**src/rtl/rle_enc_pkg.sv**
```systemverilog
package rle_enc_pkg;

    typedef enum logic [1:0] {
        ST_IDLE = 2'd0,
        ST_RUN  = 2'd1,
        ST_PEND = 2'd2,
        ST_DONE = 2'd3
    } enc_state_t;

    typedef enum logic [1:0] {
        CNT_KEEP  = 2'd0,
        CNT_CLEAR = 2'd1,
        CNT_STEP  = 2'd2,
        CNT_FIRST = 2'd3
    } cnt_op_t;

    typedef enum logic [1:0] {
        EMIT_NONE   = 2'd0,
        EMIT_RAW    = 2'd1,
        EMIT_SAMPLE = 2'd2,
        EMIT_COUNT  = 2'd3
    } emit_t;

endpackage

```
**src/rtl/rle_key_cmp.sv**
```systemverilog
module rle_key_cmp #(
    parameter int W = 32
) (
    input  logic [W-1:0] a_word,
    input  logic [W-1:0] b_word,
    input  logic         narrow,
    output logic         equal
);
    localparam int HALF = W / 2;

    logic [W-2:0] mask;
    logic [W-1:0] diff;

    always_comb begin
        mask  = narrow ? {{(W-HALF){1'b0}}, {(HALF-1){1'b1}}} : {(W-1){1'b1}};
        diff  = a_word ^ b_word;
        equal = ((diff[W-2:0] & mask) == '0);
    end
endmodule

```
**src/rtl/rle_run_counter.sv**
```systemverilog
module rle_run_counter
    import rle_enc_pkg::*;
#(
    parameter int W        = 32,
    parameter bit HI_COUNT = 1'b1
) (
    input  logic          clk,
    input  logic          rst_n,
    input  cnt_op_t       op,
    input  logic          narrow,
    output logic [W-2:0]  count,
    output logic [W-2:0]  limit,
    output logic          at_edge
);
    localparam int CW   = W - 1;
    localparam int HALF = W / 2;
    localparam logic [CW-1:0] LIM_WIDE   = {CW{1'b1}};
    localparam logic [CW-1:0] LIM_NARROW = HI_COUNT ? CW'((64'd1 << HALF) - 64'd1)
                                                    : CW'((64'd1 << (HALF-1)) - 64'd1);

    assign limit   = narrow ? LIM_NARROW : LIM_WIDE;
    assign at_edge = (count == limit - CW'(1));

    always_ff @(posedge clk) begin
        if (!rst_n) begin
            count <= '0;
        end else begin
            unique case (op)
                CNT_KEEP:  count <= count;
                CNT_CLEAR: count <= '0;
                CNT_STEP:  count <= count + CW'(1);
                CNT_FIRST: count <= CW'(1);
            endcase
        end
    end

    AST_CNT_BOUND: assert property (@(posedge clk) disable iff (!rst_n)
        count <= limit);
endmodule

```
**src/rtl/rle_word_fmt.sv**
```systemverilog
module rle_word_fmt #(
    parameter int W        = 32,
    parameter bit HI_COUNT = 1'b1
) (
    input  logic         narrow,
    input  logic         as_count,
    input  logic [W-1:0] src_word,
    input  logic [W-2:0] cnt,
    output logic [W-1:0] word
);
    localparam int HALF = W / 2;

    logic [W-1:0] narrow_cnt;
    logic [W-1:0] wide_cnt;
    logic [W-1:0] narrow_smp;
    logic [W-1:0] wide_smp;

    generate
        if (HI_COUNT) begin : g_cnt_upper
            assign narrow_cnt = {cnt[HALF-1:0], 1'b1, {(HALF-1){1'b0}}};
        end else begin : g_cnt_lower
            assign narrow_cnt = {{HALF{1'b0}}, 1'b1, cnt[HALF-2:0]};
        end
    endgenerate

    assign wide_cnt   = {1'b1, cnt};
    assign wide_smp   = {1'b0, src_word[W-2:0]};
    assign narrow_smp = {{HALF{1'b0}}, 1'b0, src_word[HALF-2:0]};

    always_comb begin
        if (as_count) word = narrow ? narrow_cnt : wide_cnt;
        else          word = narrow ? narrow_smp : wide_smp;
    end
endmodule

```
**src/rtl/rle_encoder.sv**
```systemverilog
module rle_encoder
    import rle_enc_pkg::*;
#(
    parameter int W        = 32,
    parameter bit HI_COUNT = 1'b1
) (
    input  logic         clk,
    input  logic         rst_n,
    input  logic         enc_en,
    input  logic         narrow_mode,
    input  logic         end_capture,
    input  logic         in_valid,
    input  logic [W-1:0] in_data,
    output logic         out_valid,
    output logic [W-1:0] out_data,
    output logic         capture_done
);
    localparam int CW = W - 1;

    enc_state_t   state, state_nxt, state_eff;
    emit_t        emit;
    cnt_op_t      cnt_op;
    logic         hold_load;
    logic [W-1:0] hold_q;
    logic         en_q, narrow_q, cfg_changed;
    logic [CW-1:0] run_cnt, run_lim, cnt_src;
    logic         run_edge, keys_eq;
    logic [W-1:0] samp_src, samp_word, cnt_word;

    // Configuration tracking: any change restarts the encoder from idle.
    assign cfg_changed = (en_q != enc_en) || (narrow_q != narrow_mode);
    assign state_eff   = (state == ST_DONE) ? ST_DONE
                       : (cfg_changed ? ST_IDLE : state);
    assign capture_done = (state == ST_DONE);

    rle_key_cmp #(.W(W)) u_cmp (
        .a_word (in_data),
        .b_word (hold_q),
        .narrow (narrow_mode),
        .equal  (keys_eq)
    );

    rle_run_counter #(.W(W), .HI_COUNT(HI_COUNT)) u_cnt (
        .clk     (clk),
        .rst_n   (rst_n),
        .op      (cnt_op),
        .narrow  (narrow_q),
        .count   (run_cnt),
        .limit   (run_lim),
        .at_edge (run_edge)
    );

    // Held sample goes out from PEND; otherwise the live input is the sample.
    assign samp_src = (state_eff == ST_PEND) ? hold_q : in_data;
    // A saturating repeat emits the ceiling value itself.
    assign cnt_src  = (state_eff == ST_RUN && !end_capture && in_valid && keys_eq && run_edge)
                    ? run_lim : run_cnt;

    rle_word_fmt #(.W(W), .HI_COUNT(HI_COUNT)) u_fmt_smp (
        .narrow   (narrow_mode),
        .as_count (1'b0),
        .src_word (samp_src),
        .cnt      (run_cnt),
        .word     (samp_word)
    );

    rle_word_fmt #(.W(W), .HI_COUNT(HI_COUNT)) u_fmt_cnt (
        .narrow   (narrow_mode),
        .as_count (1'b1),
        .src_word (in_data),
        .cnt      (cnt_src),
        .word     (cnt_word)
    );

    // Next-state and emission decision.
    always_comb begin
        state_nxt = state_eff;
        emit      = EMIT_NONE;
        cnt_op    = CNT_KEEP;
        hold_load = 1'b0;
        if (state_eff == ST_DONE) begin
            state_nxt = ST_DONE;
        end else if (!enc_en) begin
            cnt_op    = CNT_CLEAR;
            if (end_capture) begin
                state_nxt = ST_DONE;
            end else begin
                state_nxt = ST_IDLE;
                if (in_valid) emit = EMIT_RAW;
            end
        end else if (end_capture) begin
            state_nxt = ST_DONE;
            cnt_op    = CNT_CLEAR;
            if (state_eff == ST_PEND)                        emit = EMIT_SAMPLE;
            else if (state_eff == ST_RUN && run_cnt != '0)   emit = EMIT_COUNT;
        end else begin
            unique case (state_eff)
                ST_IDLE: begin
                    if (in_valid) begin
                        emit      = EMIT_SAMPLE;
                        hold_load = 1'b1;
                        cnt_op    = CNT_CLEAR;
                        state_nxt = ST_RUN;
                    end
                end
                ST_RUN: begin
                    if (in_valid) begin
                        if (keys_eq) begin
                            if (run_edge) begin
                                emit   = EMIT_COUNT;
                                cnt_op = CNT_CLEAR;
                            end else begin
                                cnt_op = CNT_STEP;
                            end
                        end else if (run_cnt != '0) begin
                            emit      = EMIT_COUNT;
                            hold_load = 1'b1;
                            cnt_op    = CNT_CLEAR;
                            state_nxt = ST_PEND;
                        end else begin
                            emit      = EMIT_SAMPLE;
                            hold_load = 1'b1;
                        end
                    end
                end
                ST_PEND: begin
                    emit = EMIT_SAMPLE;
                    if (in_valid && keys_eq) begin
                        cnt_op    = CNT_FIRST;
                        state_nxt = ST_RUN;
                    end else if (in_valid) begin
                        hold_load = 1'b1;
                    end else begin
                        state_nxt = ST_RUN;
                    end
                end
                ST_DONE: state_nxt = ST_DONE;
            endcase
        end
    end

    // State register.
    always_ff @(posedge clk) begin
        if (!rst_n) begin
            state    <= ST_IDLE;
            hold_q   <= '0;
            en_q     <= 1'b0;
            narrow_q <= 1'b0;
        end else begin
            state    <= state_nxt;
            en_q     <= enc_en;
            narrow_q <= narrow_mode;
            if (hold_load) hold_q <= in_data;
        end
    end

    // Output register.
    always_ff @(posedge clk) begin
        if (!rst_n) begin
            out_valid <= 1'b0;
            out_data  <= '0;
        end else begin
            out_valid <= (emit != EMIT_NONE);
            unique case (emit)
                EMIT_NONE:   out_data <= out_data;
                EMIT_RAW:    out_data <= in_data;
                EMIT_SAMPLE: out_data <= samp_word;
                EMIT_COUNT:  out_data <= cnt_word;
            endcase
        end
    end

    AST_PASS_COPY: assert property (@(posedge clk) disable iff (!rst_n)
        ($past(rst_n) && !$past(enc_en) && !$past(end_capture) && !$past(capture_done))
        |-> (out_valid == $past(in_valid)) && (!out_valid || out_data == $past(in_data)));

    AST_NO_ZERO_COUNT: assert property (@(posedge clk) disable iff (!rst_n)
        ($past(enc_en) && !$past(narrow_mode) && out_valid && out_data[W-1])
        |-> (out_data[W-2:0] != '0));

    AST_NO_BACK2BACK_COUNT: assert property (@(posedge clk) disable iff (!rst_n)
        ($past(enc_en, 1) && $past(enc_en, 2) && !$past(narrow_mode, 1) && !$past(narrow_mode, 2)
         && $past(out_valid && out_data[W-1]))
        |-> !(out_valid && out_data[W-1]));

    AST_DONE_STICKY: assert property (@(posedge clk) disable iff (!rst_n)
        capture_done |=> capture_done);

    AST_DONE_SILENT: assert property (@(posedge clk) disable iff (!rst_n)
        (capture_done && $past(capture_done)) |-> !out_valid);
endmodule

```
**config.mk**
```make
export PLATFORM = sky130hd
export DESIGN_NAME = rle_encoder
export DESIGN_NICKNAME = d
export VERILOG_FILES = /design/src/rtl/rle_enc_pkg.sv /design/src/rtl/rle_key_cmp.sv /design/src/rtl/rle_run_counter.sv /design/src/rtl/rle_word_fmt.sv /design/src/rtl/rle_encoder.sv
export SDC_FILE = /design/constraint.sdc
export NUM_CORES = 1
export LEC_CHECK = 0
export ABC_AREA = 1
export CAP_MARGIN = 20
export CORE_MARGIN = 5
export CORE_UTILIZATION = 60
export DETAILED_ROUTE_END_ITERATION = 10
export HOLD_SLACK_MARGIN = 0.08
export PLACE_DENSITY = 0.84
export SLEW_MARGIN = 20
export SYNTH_ARGS = -nofsm -noshare
export SYNTH_HDL_FRONTEND = slang
export SYNTH_SLANG_ARGS = --single-unit
```
**constraint.sdc**
```tcl
create_clock -name clk -period 4.74 [get_ports clk]
set_input_delay 0.948 -clock clk [delete_from_list [all_inputs] [get_ports clk]]
set_output_delay 0.948 -clock clk [all_outputs]
set_load 0.005 [all_outputs]
```
==> flow_summary.json <==
{
  "cts_root_buf": "clkbuf_16",
  "r2r_end": "out_data[0]",
  "layout_common_cells": "261 x nand2_1, 143 x nor2_1, 115 x inv_1",
  "synth-seq-cells": 99,
  "syn-instance-count": 1125,
  "timing.rr.start": "state[0]",
  "rows": 39,
  "grt_pass1_wl_mm": 34.06,
  "n_antenna_cell": 0,
  "critPathTopFamily": "buffers and inverters",
  "crit_fanout": 35,
  "synth-simple-area-share_pct": 39.61,
  "synth_nets": 1169,
  "overflow": 0,
  "fin_setup_tns_ns": 0,
  "slowest_delay_ns": 0.55,
  "insertion_delay_ns": 0.36,
  "syn_area_um2": 6920,
  "yosys.area_share.adder_pct": 1.085,
  "status": "complete, no violations",
  "grt_pass1_vias": 6992,
  "wl_per_cell_um": 15.60,
  "muxShareOfSynthArea_pct": 0,
  "coreArea_um2": 11370,
  "dp_hpwl_mm": 14.09,
  "clock-sinks": 99,
  "reg2reg_slack_ns": 1.44,
  "cts_tree": "done",
  "numCtsBuffers": 9,
  "r2r_cells": 14,
  "synth_top_family_by_area": "simple AND/OR/NAND/NOR gates",
  "drc": 0,
  "first_iter_violations": 938,
  "antenna_found_initial": 0,
  "n_fill_cell": 1053,
  "vias_per_cell": 5.812,
  "clk_pin_slew_ns": 0.06,
  "crit_start": "narrow_mode",
  "wl_mm": 20.33,
  "grtUsageMet3_pct": 6.785,
  "cp.required_ns": 4.99,
  "maxSlewViolCount": 0,
  "timing.final.crit_share_pct": 87.24,
  "setup_viol": 0,
  "drive_above_1_share_pct": 6.379,
  "vias": 7573,
  "nets": 1199,
  "drtPass1Iterations": 6,
  "hold_viol_final": 0,
  "port_buffers": 71,
  "htreeDepth": 3,
  "irDropWorstVdd_v": 0.0003003,
  "hp-class": "flip-flop to flip-flop",
  "synth_cell_types": 42,
  "worst-path-stages": 15,
  "crit_buf_inv": 5,
  "start_util_pct": 60.87,
  "path_cells": "clkdlybuf4s50_1 -> xnor2_1 -> nand2_1 -> o21ai_0 -> inv_1 -> ha_2 -> inv_1 -> nand3_1 -> nand2_1 -> a21oi_4 -> inv_2 -> nand2_4 -> buf_12 -> o21ai_0 -> nor2_1",
  "fin_skew_ns": 0.005270,
  "max_freq_ghz": 0.2418,
  "p_leak_uw": 0.003413,
  "cts_resized": 0,
  "routabilityCongestion": 0.9512,
  "path_class": "input port to flip-flop",
  "worstPathArrival_ns": 4.38,
  "die_h_um": 117.4,
  "total_power_uw": 2128,
  "multi_input_area_um2": 4135,
  "end_kind": "flip-flop",
  "crit_end": "out_data[0]",
  "slew_headroom_pct": 50.18,
  "ys_seq_area_share_pct": 28.64,
  "hold_buffers": 0,
  "grtUsageMet2_pct": 46.78,
  "cts_setup_buffers": 0,
  "die_w_um": 117.4,
  "worst_pin_slew_ns": 0.7464,
  "dp_worst_setup_slack_ns": 0.3121,
  "syn_to_final_growth_pct": 13.31,
  "cpMaxStageDelayCell": "clkdlybuf4s50_1",
  "synth_area_per_cell_um2": 6.151,
  "drv_cap": 0,
  "cts.path.max_buffers": 2,
  "die-area_um2": 13780,
  "synth_warnings": 0,
  "final_common_cell": "nand2_1",
  "synth-compound-area-share_pct": 15.10,
  "yosys.area_share.xor_xnor_pct": 3.923,
  "grt.busiest_layer": "met2",
  "grt_max_degree": 67,
  "setup_ws_ns": 0.6047,
  "ios": 72,
  "drtAntennaViolNets": 0,
  "seqCellArea_um2": 1982,
  "start_kind": "input port",
  "use_met1_pct": 38.73,
  "fin_crit_ns": 4.135,
  "rsz0062_at_grt": "no",
  "power.density_nw_per_um2": 271.4,
  "gr-usage-all-layers_pct": 29.06
}
[final cells by class]
type                    count  share of cell area, %
clock buffers              15                  3.415
clock inverters             1                0.09574
inverters                 123                  5.888
multi-input cells         839                  52.74
flip-flops and latches     99                  25.28
well taps                 143                  2.282
repair buffers             83                  10.31
[per-stage QoR]
stage,utilization [%],area [µm²],cells,hold slack (ns)
after CTS,68.97,7841,1303,0.4889
after global placement,66.55,7566,1287,0.4765
after global routing,68.97,7841,1303,0.5158
after floorplan,-,6920,1125,0.4570
final,68.97,7841,1303,0.4891
after detailed placement,66.55,7566,1287,0.4801
[per-layer routing]
metal  part of all wire [%]  vias to the layer above
li1                       -                     3726
met1                     44                     3467
met2                     46                      335
met3                    8.3                       45
met4                    2.1                        0
met5                      0                        -
[where the power goes]
| group | leakage [µW] | internal (µW) | switching (µW) |
|---|---|---|---|
| Combinational | 0.00247 | 198 | 292 |
| Clock | 0.000130 | 386 | 325 |
| Sequential | 0.000809 | 891 | 36.5 |
| Total | 0.00341 | 1480 | 653 |
[registers in the layout, summed over array words and instances, names as in the netlist]
name	flops
u_cnt.count	31
state	2
out_valid	1
hold_q	31
out_data	32
en_q	1
narrow_q	1
[kinds of logic after synthesis]
family / after synthesis
fa+ha+maj: 6
flops: 99
xor+xnor: 31
buf+inv: 187
compound gates: 196
simple gates: 606
[synthesized netlist by cell type (all sizes together)]
master | count | share of area (%)
a21boi | 2 | 0.22
a21oi | 90 | 7.2
a31oi | 1 | 0.090
and2 | 1 | 0.090
and3 | 1 | 0.090
buf | 38 | 3.6
clkbuf | 26 | 1.4
clkinv | 1 | 0.054
dfxtp | 99 | 29
ha | 6 | 1.1
inv | 122 | 6.6
nand2 | 268 | 15
nand3 | 109 | 9.1
nand3b | 2 | 0.22
nand4 | 47 | 4.3
nor2 | 148 | 8.5
nor3 | 18 | 1.3
nor3b | 2 | 0.22
nor4 | 9 | 0.81
o211ai | 1 | 0.11
o21ai | 99 | 7.2
o311ai | 1 | 0.13
o31ai | 1 | 0.11
o32ai | 1 | 0.13
or2 | 1 | 0.090
xnor2 | 20 | 2.5
xor2 | 11 | 1.4
[worst min-delay path: stages (launching register included)]
cell	delay, ns
dfxtp_1	0.32
inv_1	0.07
a21oi_1	0.05
[how the worst min path moves through the flow]
| stage | endpoint | cells after the start | slack [ns] | start |
|---|---|---|---|---|
| floorplan | hold_q[7] | 2 | 0.46 | hold_q[7] |
| global route | hold_q[26] | 2 | 0.52 | hold_q[26] |
| finish | hold_q[1] | 2 | 0.49 | hold_q[1] |
| detailed placement | hold_q[1] | 2 | 0.48 | hold_q[1] |
| global placement | hold_q[7] | 2 | 0.48 | hold_q[7] |
| CTS | hold_q[1] | 2 | 0.49 | hold_q[1] |
Power figures use the tool's default switching activity.
